**src/rtl/memport_pkg.sv**
```systemverilog
package memport_pkg;

    // Register offsets. The banked window offsets carry their word select
    // in bits [3:2], which the address generator relies on.
    localparam logic [7:0] OFF_CTRL  = 8'h00;
    localparam logic [7:0] OFF_XADDR = 8'h04;
    localparam logic [7:0] OFF_DWIN  = 8'h0C;
    localparam logic [7:0] OFF_BANK0 = 8'h10;
    localparam logic [7:0] OFF_BANK3 = 8'h1C;
    localparam logic [7:0] OFF_CFGZ  = 8'hF4;
    localparam logic [7:0] OFF_BASEZ = 8'hF8;
    localparam logic [7:0] OFF_IDZ   = 8'hFC;

    // Word-size code forced into the control word.
    localparam logic [2:0] SIZE_WORD = 3'b010;

    typedef enum logic [2:0] {
        K_CTRL,
        K_XADDR,
        K_DWIN,
        K_BANK,
        K_ZERO,
        K_BAD
    } kind_e;

    typedef enum logic [1:0] {
        S_IDLE,
        S_ISSUE,
        S_AWAIT,
        S_REPLY
    } state_e;

endpackage

```
**src/rtl/memport_decode.sv**
```systemverilog
module memport_decode
    import memport_pkg::*;
#(
    parameter int OFF_W = 8
) (
    input  logic [OFF_W-1:0] off,
    output kind_e            kind
);

    logic aligned;
    assign aligned = (off[1:0] == 2'b00);

    always_comb begin
        kind = K_BAD;
        if (off == OFF_W'(OFF_CTRL)) begin
            kind = K_CTRL;
        end else if (off == OFF_W'(OFF_XADDR)) begin
            kind = K_XADDR;
        end else if (off == OFF_W'(OFF_DWIN)) begin
            kind = K_DWIN;
        end else if (aligned && off >= OFF_W'(OFF_BANK0) && off <= OFF_W'(OFF_BANK3)) begin
            kind = K_BANK;
        end else if (off == OFF_W'(OFF_CFGZ) || off == OFF_W'(OFF_BASEZ) ||
                     off == OFF_W'(OFF_IDZ)) begin
            kind = K_ZERO;
        end
    end

endmodule

```
**src/rtl/memport_addr_gen.sv**
```systemverilog
module memport_addr_gen #(
    parameter int ADDR_W = 32
) (
    input  logic [ADDR_W-1:0] xaddr,
    input  logic [1:0]        word_sel,
    input  logic              banked,
    input  logic [1:0]        inc_mode,
    input  logic [2:0]        size_code,
    output logic [ADDR_W-1:0] bus_addr,
    output logic [ADDR_W-1:0] xaddr_next
);

    localparam int STRIP_MSB = ADDR_W - 1;

    logic [ADDR_W-1:0] raw;
    logic [ADDR_W-1:0] step;

    always_comb begin
        if (banked) begin
            raw = {xaddr[ADDR_W-1:4], word_sel, 2'b00};
        end else begin
            raw = xaddr;
        end
        bus_addr = raw;
        bus_addr[STRIP_MSB] = 1'b0;
    end

    always_comb begin
        if (inc_mode != 2'b00) begin
            step = ADDR_W'(1) << size_code;
        end else begin
            step = '0;
        end
        xaddr_next = xaddr + step;
    end

endmodule

```
**src/rtl/memport_regs.sv**
```systemverilog
module memport_regs
    import memport_pkg::*;
#(
    parameter int ADDR_W = 32,
    parameter int DATA_W = 32
) (
    input  logic              clk,
    input  logic              rst_n,
    input  logic              wr_ctrl,
    input  logic              wr_xaddr,
    input  logic [DATA_W-1:0] wdata,
    input  logic              xaddr_adv,
    input  logic [ADDR_W-1:0] xaddr_next,
    input  logic              err_set,
    input  logic              err_clr,
    output logic [DATA_W-1:0] ctrl_q,
    output logic [ADDR_W-1:0] xaddr_q,
    output logic              err_q
);

    always_ff @(posedge clk or negedge rst_n) begin
        if (!rst_n) begin
            ctrl_q <= '0;
        end else if (wr_ctrl) begin
            ctrl_q <= {wdata[DATA_W-1:3], SIZE_WORD};
        end
    end

    always_ff @(posedge clk or negedge rst_n) begin
        if (!rst_n) begin
            xaddr_q <= '0;
        end else if (wr_xaddr) begin
            xaddr_q <= {wdata[ADDR_W-1:2], 2'b00};
        end else if (xaddr_adv) begin
            xaddr_q <= xaddr_next;
        end
    end

    always_ff @(posedge clk or negedge rst_n) begin
        if (!rst_n) begin
            err_q <= 1'b0;
        end else if (err_set) begin
            err_q <= 1'b1;
        end else if (err_clr) begin
            err_q <= 1'b0;
        end
    end

endmodule

```
**src/rtl/memport_regemu.sv**
```systemverilog
module memport_regemu
    import memport_pkg::*;
#(
    parameter int ADDR_W = 32,
    parameter int DATA_W = 32,
    parameter int OFF_W  = 8
) (
    input  logic              clk,
    input  logic              rst_n,
    input  logic              host_req,
    input  logic              host_we,
    input  logic [OFF_W-1:0]  host_off,
    input  logic [DATA_W-1:0] host_wdata,
    output logic              host_busy,
    output logic              host_done,
    output logic [DATA_W-1:0] host_rdata,
    input  logic              stat_rd,
    output logic              err_flag,
    output logic              mem_req_valid,
    input  logic              mem_req_ready,
    output logic              mem_we,
    output logic [ADDR_W-1:0] mem_addr,
    output logic [DATA_W-1:0] mem_wdata,
    input  logic              mem_rsp_valid,
    input  logic [DATA_W-1:0] mem_rdata
);

    state_e            state;
    state_e            state_nx;
    kind_e             kind;
    logic              accept;
    logic              to_bus;
    logic [DATA_W-1:0] ctrl_q;
    logic [ADDR_W-1:0] xaddr_q;
    logic [ADDR_W-1:0] xaddr_next;
    logic [ADDR_W-1:0] calc_addr;
    logic              err_q;
    logic              op_we;
    logic              op_dwin;
    logic [ADDR_W-1:0] op_addr;
    logic [DATA_W-1:0] op_wdata;
    logic [DATA_W-1:0] rdata_q;
    logic              xaddr_adv;

    memport_decode #(.OFF_W(OFF_W)) u_decode (
        .off  (host_off),
        .kind (kind)
    );

    memport_addr_gen #(.ADDR_W(ADDR_W)) u_addr (
        .xaddr      (xaddr_q),
        .word_sel   (host_off[3:2]),
        .banked     (kind == K_BANK),
        .inc_mode   (ctrl_q[5:4]),
        .size_code  (ctrl_q[2:0]),
        .bus_addr   (calc_addr),
        .xaddr_next (xaddr_next)
    );

    assign accept    = (state == S_IDLE) && host_req;
    assign to_bus    = (kind == K_DWIN) || (kind == K_BANK);
    assign xaddr_adv = (state == S_AWAIT) && mem_rsp_valid && op_dwin;

    memport_regs #(.ADDR_W(ADDR_W), .DATA_W(DATA_W)) u_regs (
        .clk        (clk),
        .rst_n      (rst_n),
        .wr_ctrl    (accept && host_we && kind == K_CTRL),
        .wr_xaddr   (accept && host_we && kind == K_XADDR),
        .wdata      (host_wdata),
        .xaddr_adv  (xaddr_adv),
        .xaddr_next (xaddr_next),
        .err_set    (accept && kind == K_BAD),
        .err_clr    (stat_rd),
        .ctrl_q     (ctrl_q),
        .xaddr_q    (xaddr_q),
        .err_q      (err_q)
    );

    // State register
    always_ff @(posedge clk or negedge rst_n) begin
        if (!rst_n) begin
            state <= S_IDLE;
        end else begin
            state <= state_nx;
        end
    end

    // Transitions
    always_comb begin
        state_nx = state;
        unique case (state)
            S_IDLE:  if (host_req) state_nx = to_bus ? S_ISSUE : S_REPLY;
            S_ISSUE: if (mem_req_ready) state_nx = S_AWAIT;
            S_AWAIT: if (mem_rsp_valid) state_nx = S_REPLY;
            S_REPLY: state_nx = S_IDLE;
        endcase
    end

    // Operation and reply data capture
    always_ff @(posedge clk or negedge rst_n) begin
        if (!rst_n) begin
            op_we    <= 1'b0;
            op_dwin  <= 1'b0;
            op_addr  <= '0;
            op_wdata <= '0;
            rdata_q  <= '0;
        end else if (accept) begin
            op_we    <= host_we;
            op_dwin  <= (kind == K_DWIN);
            op_addr  <= calc_addr;
            op_wdata <= host_wdata;
            if (!host_we && kind == K_CTRL) begin
                rdata_q <= ctrl_q;
            end else if (!host_we && kind == K_XADDR) begin
                rdata_q <= DATA_W'(xaddr_q);
            end else begin
                rdata_q <= '0;
            end
        end else if (state == S_AWAIT && mem_rsp_valid) begin
            rdata_q <= op_we ? '0 : mem_rdata;
        end
    end

    // Outputs
    always_comb begin
        host_busy     = (state != S_IDLE);
        host_done     = (state == S_REPLY);
        host_rdata    = rdata_q;
        err_flag      = err_q;
        mem_req_valid = (state == S_ISSUE);
        mem_we        = op_we;
        mem_addr      = op_addr;
        mem_wdata     = op_wdata;
    end

endmodule

```
**config.mk**
```make
export PLATFORM = sky130hd
export DESIGN_NAME = memport_regemu
export DESIGN_NICKNAME = d
export VERILOG_FILES = /design/src/rtl/memport_pkg.sv /design/src/rtl/memport_decode.sv /design/src/rtl/memport_addr_gen.sv /design/src/rtl/memport_regs.sv /design/src/rtl/memport_regemu.sv
export SDC_FILE = /design/constraint.sdc
export NUM_CORES = 1
export LEC_CHECK = 0
export BUFFER_PORTS_ARGS = -buffer_cell sky130_fd_sc_hd__buf_4
export CORE_MARGIN = 2
export CORE_UTILIZATION = 54
export DETAILED_ROUTE_END_ITERATION = 10
export PLACE_DENSITY = 0.78
export SKIP_CTS_REPAIR_TIMING = 1
export SYNTH_ARGS = -nofsm -noshare
export SYNTH_HDL_FRONTEND = slang
export SYNTH_SLANG_ARGS = --single-unit
```
**constraint.sdc**
```tcl
create_clock -name clk -period 2.16 [get_ports clk]
set_input_delay 0.432 -clock clk [delete_from_list [all_inputs] [get_ports clk]]
set_output_delay 0.432 -clock clk [all_outputs]
set_load 0.03 [all_outputs]
```
* Word-level counts from Yosys, hierarchy flattened *
Cells that the tools add are included.

word-level totals
  bits in registers = 162
  word-level logic and storage cells = 74

cells by class
  $add $sub $neg = 1
  order comparisons = 2
  eq/ne operators = 15
  shifts and indexed selects = 1
  mux-type cells = 21
  reduce and logical (&&, ||, !) cells = 25

operators with widths
  operator                                                                              number
  32-bit 2-to-1 mux                                                                     8
  32-bit adder                                                                          1
  1-bit by 2-bit left shift with 32-bit output (first input constant)                   1
  8-bit == test (second input constant)                                                 3
  3-bit 2-to-1 mux                                                                      4
  1-bit logical AND                                                                     11
  2-bit nonzero test                                                                    5
  8-bit by 3-bit == test with 1-bit output (second input constant)                      1
  8-bit by 4-bit == test with 1-bit output (second input constant)                      1
  8-bit by 5-bit greater-or-equal comparator with 1-bit output (second input constant)  1
  8-bit by 5-bit less-or-equal comparator with 1-bit output (second input constant)     1
  8-bit logical NOT                                                                     1
  2-bit 2-to-1 mux                                                                      4
  2-bit case mux with 4 select lines                                                    1
  3-bit by 2-bit == test with 1-bit output (second input constant)                      2
  2-bit == test (second input constant)                                                 2
  2-bit logical NOT                                                                     2
  4-bit 2-to-1 mux                                                                      1
  2-bit != test (second input constant)                                                 2
  3-bit by 1-bit == test with 1-bit output (second input constant)                      1
  3-bit == test (second input constant)                                                 1
  3-bit logical NOT                                                                     1
  1-bit logical OR                                                                      3
  1-bit 2-to-1 mux                                                                      3
  4 further kinds                                                                       4

* Longest topological paths before layout *
  word-level depth = 13
  mapped depth = 10
  gate-level depth less buffers = 9

* By module *
Synthesis repeated with hierarchy kept, for this count alone.

unflattened totals
  cells, all modules = 867
  area, all modules = 8,728.4 um^2

by module, submodules not included
  module            times used  cells an instance  area an instance (um^2)
  memport_regemu    1           493                4,815.9
  memport_regs      1           206                2,677.6
  memport_addr_gen  1           157                1,157.4
  memport_decode    1           11                 77.6

* Worst setup path after synthesis *
No wires, ideal clock.

  path kind = reg-to-reg
  from = reg state[0]
  to = reg rdata_q[8] (netlist: host_rdata[8])
  setup time = 0.132 ns
  arrival time = 1.907 ns
  required time = 2.028 ns
  slack = 0.121 ns
  stages on the path, launching flop included = 9
  buffers on the path = 1
  clock period less this slack = 2.039 ns
  cells stage by stage = dfrtp_1 inv_1 ha_1 inv_1 nor2_1 nor2_1 clkbuf_1 a221oi_1 o21ai_0

between the ends
  word-level cells in the longest chain between the ends = 3
  elaborated cells on any way between the ends = 6

ends and longest elaborated chain
  element                                                                          line                                         text
  start, declared                                                                  memport_regemu.sv:28                         state_e state;
  start signal, assigned                                                           memport_regemu.sv:84                         state <= state_nx;
  2-bit == test / 2-bit logical NOT (equally long branches)                        memport_regemu.sv:119, memport_regemu.sv:60
  1-bit logical AND (on tied branches)                                             memport_regemu.sv:119, memport_regemu.sv:60
  2-bit nonzero test (no source line) / 32-bit 2-to-1 mux (equally long branches)  n/a
  end signal, assigned                                                             memport_regemu.sv:113                        rdata_q <= ctrl_q;
  end signal, assigned                                                             memport_regemu.sv:115                        rdata_q <= DATA_W'(xaddr_q);
  end signal, assigned                                                             memport_regemu.sv:120                        rdata_q <= op_we ? '0 : mem_rdata;
  end, declared                                                                    memport_regemu.sv:42                         logic [DATA_W-1:0] rdata_q;

Parallel ways exist; a longest one is shown, timed or not.
A chain may end at the register's enable or synchronous reset.

* Worst setup path after layout *
  from = reg u_regs.ctrl_q[4]
  to = reg u_regs.xaddr_q[31]

between the ends
  word-level cells in the longest chain between the ends = 5

ends and longest elaborated chain
  element                 line                    text
  start, declared         memport_regs.sv:16      output logic [DATA_W-1:0] ctrl_q,
  start signal, assigned  memport_regs.sv:25      ctrl_q <= {wdata[DATA_W-1:3], SIZE_WORD};
  2-bit nonzero test      memport_addr_gen.sv:29  if (inc_mode != 2'b00) begin
  32-bit 2-to-1 mux       memport_addr_gen.sv:29
  32-bit adder            memport_addr_gen.sv:34  xaddr_next = xaddr + step;
  32-bit 2-to-1 mux       memport_regs.sv:34      end else if (xaddr_adv) begin
  32-bit 2-to-1 mux       memport_regs.sv:32      end else if (wr_xaddr) begin
  end signal, assigned    memport_regs.sv:33      xaddr_q <= {wdata[ADDR_W-1:2], 2'b00};
  end signal, assigned    memport_regs.sv:35      xaddr_q <= xaddr_next;
  end, declared           memport_regs.sv:17      output logic [ADDR_W-1:0] xaddr_q,

No other way between the ends. The select of a mux whose other input is x is not followed.

==> impl_metrics.tcl <==
set metrics [dict create \
    outcome "finished clean" \
    fin_crit_ns 2.09 \
    pre_cts_ws_ns 0.0341 \
    tightest_slew_ns 0.571 \
    die_area_um2 14600 \
    numCtsBuffers 17 \
    yosys_warnings 0 \
    p_per_area_nw_per_um2 1200 \
    port_buffers 178 \
    layout_commonest_cell "nand2_1" \
    core-area_um2 13200 \
    synth.area.top_cells "dfrtp_1, nand2_1, mux2_2, nor2_1, a221oi_1" \
    hold_path.startpoint "host_wdata[1]" \
    wl_per_cell_um 17.6 \
    diodes 0 \
    async_reset_ff_share_pct 100 \
    grt_max_degree 48 \
    track_usage_pct 28.4 \
    worst_ir_drop_vdd_uv 698 \
    dp.cells 1105 \
    initial_core_util_pct 55.5 \
    slew_headroom_pct 61.9 \
    firstDrtPassIters 5 \
    cp-startpoint "u_regs.ctrl_q[4]$_DFFE_PN0P_" \
    gp_congestion 0.858 \
    min_path_type "in2reg" \
    crit_arrival_ns 2.44 \
    fin_skew_ns 0.00782 \
    antenna_left 0 \
    leakagePower_uw 0.00493 \
    final_cell_mix "nand2_1, buf_4, dfrtp_1, nor2_1, o21ai_0" \
    place_area_um2 9060 \
    dr_total_vias 6400 \
    synthDistinctLibCells 48 \
    area_delta_synth_final_pct 31.9 \
    layout.nets 1039 \
    grt_pass1_wl_mm 32.2 \
    first_iter_violations 638 \
    worstSetupEndpointType "flop" \
    h-tree-depth 4 \
    grt-ovfl-total 0 \
    fmax_ghz 0.478 \
    io_pins 180 \
    n_fill_cell 990 \
    route.detailed.drc 0 \
    drive_gt1_share_pct 30.3 \
    worstSetupPathType "reg2reg" \
    tns_ns 0 \
    start_kind "flop" \
    clk_pin_slew_ns 0.06 \
    die_h_um 121 \
    clk_latency_ns 0.41 \
    antenna_found_initial 0 \
    worst_hold_slack_ns 0.207 \
    rows 42 \
    die_width_um 121 \
    critPathMaxFanout 3 \
    hold_viol 0 \
    dp_hpwl_mm 13.9 \
    synth_top_cell_by_area "dfrtp_1" \
    routed_via_density 5.61 \
    finalSetupViolations 0 \
    syn-num-nets 850 \
    rr_startpoint "u_regs.ctrl_q[4]$_DFFE_PN0P_" \
    root_buffer "clkbuf_16" \
    finalInstanceArea_um2 9690 \
    netlist_area_um2 7340 \
    ys_ff_latch 162 \
    cts.sinks 162 \
    rsz0062_at_grt "yes" \
    clockBufferDepth 2 \
    synth_flop_cell "dfrtp_1" \
    tritoncts "built" \
    postSynthAreaPerCell_um2 9.63 \
    final_cells 1141 \
    synthCells 763 \
    synth_edf_count 0 \
    synth_top_cell_area_share_pct 55.2 \
    yosysSeqAreaShare_pct 55.2 \
    setup_slack_ns 0.0677 \
    required_ns 2.50 \
    grt_pass1_vias 6201 \
    maxCapViolations 0 \
    drv_slew 0 \
    finalCritPeriodShare_pct 96.9 \
    routed_wl_mm 20.1 \
]
## through the flow
| stage | total power, uW | util, % |
|---|---|---|
| final | 11600 | 73.2 |
| after global routing | 12200 | 73.2 |
| after CTS | 11600 | 72.8 |
| after detailed placement | 8690 | 68.4 |
| after global placement | 8590 | 68.4 |
| after floorplan | 6800 | - |
## final timing paths
path,to,slack [ns],cells past startpoint
min in group asynchronous,state[0]$_DFFE_PN0P_,0.48,2
max in group asynchronous,u_regs.ctrl_q[9]$_DFFE_PN0P_,1.04,3
max reg2reg,u_regs.xaddr_q[31]$_DFFE_PN0P_,0.07,8
max,u_regs.xaddr_q[31]$_DFFE_PN0P_,0.07,8
min,mem_wdata[1]$_DFFE_PN0P_,0.21,3
min reg2reg,mem_wdata[2]$_DFFE_PN0P_,0.47,2
## Yosys cell counts (3+ instances only)
| cell type | instances |
|---|---|
| a22oi_1 | 3 |
| buf_1 | 4 |
| and2_1 | 3 |
| ha_1 | 8 |
| mux2i_1 | 6 |
| buf_2 | 6 |
| nand2_1 | 237 |
| nand4_1 | 14 |
| dfrtp_1 | 162 |
| nor2_1 | 54 |
| nand3_1 | 17 |
| nor2b_1 | 4 |
| nor3_1 | 14 |
| xnor2_1 | 7 |
| a221oi_1 | 23 |
| a31oi_1 | 3 |
| buf_4 | 4 |
| inv_1 | 8 |
| and3_1 | 8 |
| o21ai_1 | 12 |
| a21oi_1 | 19 |
| buf_6 | 3 |
| clkbuf_1 | 25 |
| a221o_1 | 6 |
| o21ai_0 | 39 |
| mux2_2 | 30 |
| xor2_1 | 22 |
## cell type report
cell class              count  area, um^2  share of cell area (%)
flip-flops and latches    162        4050                    41.8
multi-input cells         550        3100                    32.0
repair buffers            213        1710                    17.6
clock buffers              22         484                    5.00
well taps                 176         220                    2.27
clock inverters            10        98.8                    1.02
inverters                   8        30.0                   0.310
## layer usage
| layer | track usage (%) | part of all wire [%] | routed length (um) |
|---|---|---|---|
| met1 | 39.5 | 44 | 8740 |
| met4 | 6.61 | 0.96 | 193 |
| met3 | 6.27 | 6.6 | 1330 |
| met2 | 46.1 | 49 | 9810 |
| met5 | 0 | 0 | 0 |
## kinds of logic (layout without fill, tap and decap cells)
logic type	count (synthesis)	after routing	synth area share, %
buffers and inverters	51	253	3.24
muxes	36	36	5.42
other	1	1	0.0511
and+or+nand+nor	367	367	21.9
adders and majority gates	8	8	1.36
xor gates and xnor gates	29	29	3.46
AOI/OAI and AO/OA	109	109	9.35
DFF	162	162	55.2
## sequential cells by signal, indices dropped and copies added (netlist names)
name and count:
host_rdata 32, mem_addr 31, mem_wdata 32, mem_we 1
op_dwin 1, state 2, u_regs.ctrl_q 30, u_regs.err_q 1
u_regs.xaddr_q 32
## where the power goes
part | switching (uW) | total (uW) | internal, uW
clock network | 1210 | 2920 | 1720
registers | 422 | 4140 | 3720
logic | 2890 | 4520 | 1630
## worst max-delay path: stages (launching register included)
cell and delay, ns:
dfrtp_1 0.38, nor2_2 0.13, nor2b_1 0.06, ha_1 0.35, a31oi_2 0.15, nor3_2 0.29, nand4_1 0.14, or4_1 0.42
nand3_1 0.10
No activity file was read; power rests on OpenSTA's default activity.
